--- src/rtl/tq_pkg.sv ---
package tq_pkg;
  localparam int unsigned CODE_W = 4;

  typedef enum logic [1:0] {
    DIR_HOLD   = 2'd0,
    DIR_CHARGE = 2'd1,
    DIR_DRAIN  = 2'd2
  } steer_dir_e;
endpackage

--- src/rtl/tq_sampler.sv ---
module tq_sampler #(
  parameter int unsigned CODE_W = 4
) (
  input  logic              clk,
  input  logic              rst_n,
  input  logic              valid_in,
  input  logic [CODE_W-1:0] code_in,
  output logic              early_q,
  output logic [CODE_W-1:0] code_q
);
  logic              early_nxt;
  logic [CODE_W-1:0] code_nxt;

  always_comb begin
    early_nxt = valid_in;
    code_nxt  = valid_in ? code_in : code_q;
  end

  always_ff @(posedge clk or negedge rst_n) begin
    if (!rst_n) begin
      early_q <= 1'b0;
      code_q  <= '0;
    end else begin
      early_q <= early_nxt;
      code_q  <= code_nxt;
    end
  end
endmodule

--- src/rtl/tq_guard_timer.sv ---
module tq_guard_timer
  import tq_pkg::*;
#(
  parameter int unsigned TIME_W = 8
) (
  input  logic              clk,
  input  logic              rst_n,
  input  logic              early,
  input  logic [TIME_W-1:0] t_present,
  input  logic [TIME_W-1:0] t_absent,
  output logic              steer,
  output logic              accept
);
  localparam int unsigned CMP_W = TIME_W + 1;

  steer_dir_e        dir;
  logic [TIME_W-1:0] cnt, cnt_nxt, limit;
  logic              steer_nxt, hit;
  logic [CMP_W-1:0]  cnt_inc;

  always_comb begin
    if (early && !steer)      dir = DIR_CHARGE;
    else if (!early && steer) dir = DIR_DRAIN;
    else                      dir = DIR_HOLD;

    limit   = (dir == DIR_CHARGE) ? t_present : t_absent;
    cnt_inc = {1'b0, cnt} + CMP_W'(1);
    hit     = (dir != DIR_HOLD) && (cnt_inc >= {1'b0, limit});

    cnt_nxt   = (dir == DIR_HOLD || hit) ? '0 : cnt_inc[TIME_W-1:0];
    steer_nxt = hit ? !steer : steer;
    accept    = hit && (dir == DIR_CHARGE);
  end

  always_ff @(posedge clk or negedge rst_n) begin
    if (!rst_n) begin
      cnt   <= '0;
      steer <= 1'b0;
    end else begin
      cnt   <= cnt_nxt;
      steer <= steer_nxt;
    end
  end

  // timer is cleared whenever early and steering agree
  a_r8_timer_restart: assert property (@(posedge clk) disable iff (!rst_n)
    (early == steer) |=> (cnt == '0));

  // steering can only fall after early has been low
  a_r6_release_needs_silence: assert property (@(posedge clk) disable iff (!rst_n)
    $fell(steer) |-> !$past(early));
endmodule

--- src/rtl/tq_code_latch.sv ---
module tq_code_latch #(
  parameter int unsigned CODE_W = 4
) (
  input  logic              clk,
  input  logic              rst_n,
  input  logic              load,
  input  logic [CODE_W-1:0] code_in,
  output logic [CODE_W-1:0] code_out,
  output logic              strobe
);
  logic [CODE_W-1:0] code_nxt;
  logic              strobe_nxt;

  always_comb begin
    code_nxt   = load ? code_in : code_out;
    strobe_nxt = load;
  end

  always_ff @(posedge clk or negedge rst_n) begin
    if (!rst_n) begin
      code_out <= '0;
      strobe   <= 1'b0;
    end else begin
      code_out <= code_nxt;
      strobe   <= strobe_nxt;
    end
  end

  // the received pulse lasts one cycle
  a_r5_single_pulse: assert property (@(posedge clk) disable iff (!rst_n)
    strobe |=> !strobe);

  // the latched code only moves together with the pulse
  a_r4_code_stable: assert property (@(posedge clk) disable iff (!rst_n)
    !strobe |-> $stable(code_out));
endmodule

--- src/rtl/tonepair_qualifier.sv ---
module tonepair_qualifier
  import tq_pkg::*;
#(
  parameter int unsigned TIME_W = 8
) (
  input  logic              clk,
  input  logic              rst_n,
  input  logic              pair_valid,
  input  logic [3:0]        pair_code,
  input  logic [TIME_W-1:0] present_cycles,
  input  logic [TIME_W-1:0] absent_cycles,
  output logic              early_flag,
  output logic              guard_out,
  output logic [3:0]        code_out,
  output logic              digit_strobe
);
  logic [CODE_W-1:0] code_q;
  logic              early_q, steer, accept;

  tq_sampler #(.CODE_W(CODE_W)) u_samp (
    .clk(clk), .rst_n(rst_n), .valid_in(pair_valid), .code_in(pair_code),
    .early_q(early_q), .code_q(code_q)
  );

  tq_guard_timer #(.TIME_W(TIME_W)) u_timer (
    .clk(clk), .rst_n(rst_n), .early(early_q),
    .t_present(present_cycles), .t_absent(absent_cycles),
    .steer(steer), .accept(accept)
  );

  tq_code_latch #(.CODE_W(CODE_W)) u_latch (
    .clk(clk), .rst_n(rst_n), .load(accept), .code_in(code_q),
    .code_out(code_out), .strobe(digit_strobe)
  );

  assign early_flag = early_q;
  assign guard_out  = early_q | steer;

  // a digit is only announced while a tone was present
  a_r3_strobe_after_tone: assert property (@(posedge clk) disable iff (!rst_n)
    digit_strobe |-> $past(early_q));

  // guard stays up while the early flag is high
  a_r7_guard_covers_early: assert property (@(posedge clk) disable iff (!rst_n)
    early_flag |-> guard_out);
endmodule

--- config.mk ---
export PLATFORM = sky130hd
export DESIGN_NAME = tonepair_qualifier
export DESIGN_NICKNAME = d
export VERILOG_FILES = /design/src/rtl/tq_pkg.sv /design/src/rtl/tq_sampler.sv /design/src/rtl/tq_guard_timer.sv /design/src/rtl/tq_code_latch.sv /design/src/rtl/tonepair_qualifier.sv
export SDC_FILE = /design/constraint.sdc
export NUM_CORES = 1
export LEC_CHECK = 0
export ABC_AREA = 1
export BUFFER_PORTS_ARGS = -buffer_cell sky130_fd_sc_hd__buf_2
export CAP_MARGIN = 10
export CORE_ASPECT_RATIO = 0.8
export CORE_MARGIN = 1
export CORE_UTILIZATION = 56
export DETAILED_ROUTE_END_ITERATION = 10
export PLACE_DENSITY = 0.95
export REMOVE_ABC_BUFFERS = 1
export SKIP_CTS_REPAIR_TIMING = 1
export SYNTH_ARGS = -nofsm -noshare
export SYNTH_HDL_FRONTEND = slang
export SYNTH_SLANG_ARGS = --single-unit
--- constraint.sdc ---
create_clock -name clk -period 6 [get_ports clk]
set_clock_uncertainty 0.2 [all_clocks]
set_input_delay 1.2 -clock clk [delete_from_list [all_inputs] [get_ports clk]]
set_output_delay 1.2 -clock clk [all_outputs]
set_load 0.01 [all_outputs]
==> run summary <==
Outcome: completed
GRT overflow: 0
Critical path class: reg2reg
VDD IR max: 0.198 mV
Synth Instances: 127
Critical-path maximum fanout: 14
Port Buffers: 29
Worst path max stage delay: 0.65 ns
GRT Resource Usage Total: 24.7%
Leak: 0.790 nW
Final period util: 46.2%
CTS Sinks: 19
Max-cap violations: 0
Place WS: 3.20 ns
Worst Path Arrival: 2.77 ns
Core ar.: 1930 um2
Design Area, Final: 1360 um2
I/O pins: 30
Initial antenna violation count: 0
Pint: 0.000238 W
Placement Cell Area: 1330 um2
Max Used Layer: met4
Clock slew at reported path FFs: 0.11 ns
Die Span Y: 42.9 um
Worst-case clock buffer depth: 2
PD cells: 289 nW/um2
Vias per std cell: 5.15
Register area share after synthesis: 40.5%
Critical path's most frequent cell: nand2_1
Slowest CP cell: ha_1
First DRT Iteration DRCs: 31
Synthesized area: 1170 um2
Worst setup margin: 3.23 ns
P_sw: 0.000155 W
Diode count: 0
Routed met2 length: 1.16 mm
First-pass GRT wire length: 3.95 mm
Flop pwr share: 43.2%
CP Capture Type: flip-flop
Final Max Tran Viols: 0
Startpoint types: flip-flop
Die X: 53.2 um
Final wirelength: 2.32 mm
Logic pwr share: 39.9%
Share of layout cells above drive strength 1: 28.7%
WL met3: 106 um
RSZ-0062 raised after global routing: false
Root cell of the clock tree: clkbuf_4
ANT nets after route: 0
First-pass iteration count of the detailed router: 4
Worst-path cell chain: inv_1 > ha_1 > mux2i_1 > ha_1 > nand2_1 > inv_1 > nand3_1 > nand3_1 > nand2_1 > nand2_1 > nand2_2 > nand2_4 > nand3_4 > nand2_1 > nand2_1
Avg Cell Area, Syn: 9.24 um2
TritonCTS clock tree: done
DPL Wire Length: 1.87 mm
Area Overhead vs Synth: 15.8%
Vias in the first global route: 920
Hold slack final: 0.287 ns
DRC Markers: 0
Net Sw Frac: 39.4%
Worst Max-Slew Pin Slew: 0.737 ns
Synth Warn #: 0
Wire per inst: 12.8 um
Final net count: 193
Tmin final: 2.77 ns
Worst-skew pair later-pin latency: 0.30 ns
Final setup violation count: 0
Clock H-tree levels: 1
Most area-hungry cell type in the Yosys netlist: dfrtp_1
Via count: 933
Setup TNS: 0 ns
Fmax: 361 MHz
Wire length on met1: 1.01 mm
Starting Density: 60.9%
TritonCTS buffer count: 3
Clock network fraction of total power: 16.9%
Unique cell type count in the Yosys netlist: 20
Area contributors post-synth: dfrtp_1 41%, ha_1 13%, nand2_1 8.6%, inv_1 6.7%, mux2i_1 6.0%
Total die area: 2280 um2
Row Count: 14
#FFs+latches synth: 19
RePlAce Congestion: 0.837
Final Hold Fails: 0
Slew margin rel.: 50.9%
Data required, critical path: 6.00 ns
Synth top area share: 40.5%
Pin count of the biggest net entering global routing: 20
Worst hold path class: reg2reg
==> path summary, 6_finish.rpt <==
path | from | endpoint | slack, ns | cells after the start
max | u_timer.steer | u_latch.code_out[2] | 3.23 | 15
min in group asynchronous | rst_n | u_timer.cnt[6] | 0.60 | 1
min reg2reg | u_latch.code_out[0] | u_latch.code_out[0] | 0.29 | 2
max reg2reg | u_timer.steer | u_latch.code_out[2] | 3.23 | 15
min | u_latch.code_out[0] | u_latch.code_out[0] | 0.29 | 2
max in group asynchronous | rst_n | u_samp.code_q[1] | 4.71 | 1
==> critical path, delay by kind of cell, from the launching register on <==
kind          cells  cell delay (ns)
mux               1             0.18
fa+ha+maj         2             0.98
flops             1             0.41
buf+inv           2             0.17
simple gates     10             0.75
==> metal layers <==
layer  GRT usage [%]  vias to the layer above
met5               0                        -
met4            10.0                        0
met3            5.02                        5
met2            39.5                       29
met1            32.4                      433
li1                -                      466
==> layout make-up <==
| type | count | area [um2] |
|---|---|---|
| clock buffers | 3 | 22.5 |
| clock inverters | 1 | 5.00 |
| fillers | 148 | 568 |
| inverters | 22 | 82.6 |
| multi-input cells | 83 | 598 |
| flip-flops and latches | 19 | 475 |
| well taps | 24 | 30.0 |
| repair buffers | 29 | 145 |
==> cell families after synthesis <==
logic type | synth area share [%]
and+or+nand+nor | 22.0
buffers and inverters | 8.53
DFF | 40.5
adders and majority gates | 12.8
muxes | 9.81
xor gates and xnor gates | 3.73
AOI/OAI and AO/OA | 2.67
==> cell usage in the layout, fill, tap and decap left out <==
cell type   n
clkinv_2    1
dfrtp_1    19
nand3_2     2
a21oi_1     2
clkbuf_4    3
nand4_1     5
nand2_1    27
nand2_2     1
mux2_2      4
xor2_1      5
ha_1       12
inv_1      21
nor2_4      1
nand3_1     5
nand2_4     1
buf_2      29
nor2_1      9
inv_2       1
nand3_4     1
mux2i_1     7
a31oi_4     1
==> registers in the layout (all words and copies together) (netlist names) <==
register and count:
u_timer.steer 1, u_timer.cnt 8, u_samp.code_q 4, u_latch.code_out 4
u_samp.early_q 1, u_latch.strobe 1
==> stage by stage <==
step,util [%],cells,power (W)
6_report,70.5,181,0.000393
3_3_place_gp,69.1,177,0.000314
4_1_cts,70.5,181,0.000394
3_5_place_dp,69.1,177,0.000329
2_1_floorplan,-,124,0.000276
5_1_grt,70.5,181,0.000422
==> cells in the mapped netlist <==
library cell / instances
buf_2: 2
xor2_1: 5
nand2_2: 1
a31oi_4: 1
inv_1: 21
nor2_1: 9
nand4_1: 5
dfrtp_1: 19
buf_4: 1
nand3_2: 2
mux2_2: 4
nand3_4: 1
inv_2: 1
nor2_4: 1
nand2_4: 1
nand3_1: 5
nand2_1: 27
mux2i_1: 7
a21oi_1: 2
ha_1: 12
==> power by group through the flow <==
stage / Clock, W / Sequential [W] / Combinational, W
floorplan: 0 / 0.000172 / 0.000104
global route: 0.0000708 / 0.000172 / 0.000179
finish: 0.0000662 / 0.000170 / 0.000157
detailed placement: 0 / 0.000172 / 0.000158
CTS: 0.0000664 / 0.000169 / 0.000158
global placement: 0 / 0.000169 / 0.000144
Power figures use the tool's default switching activity.
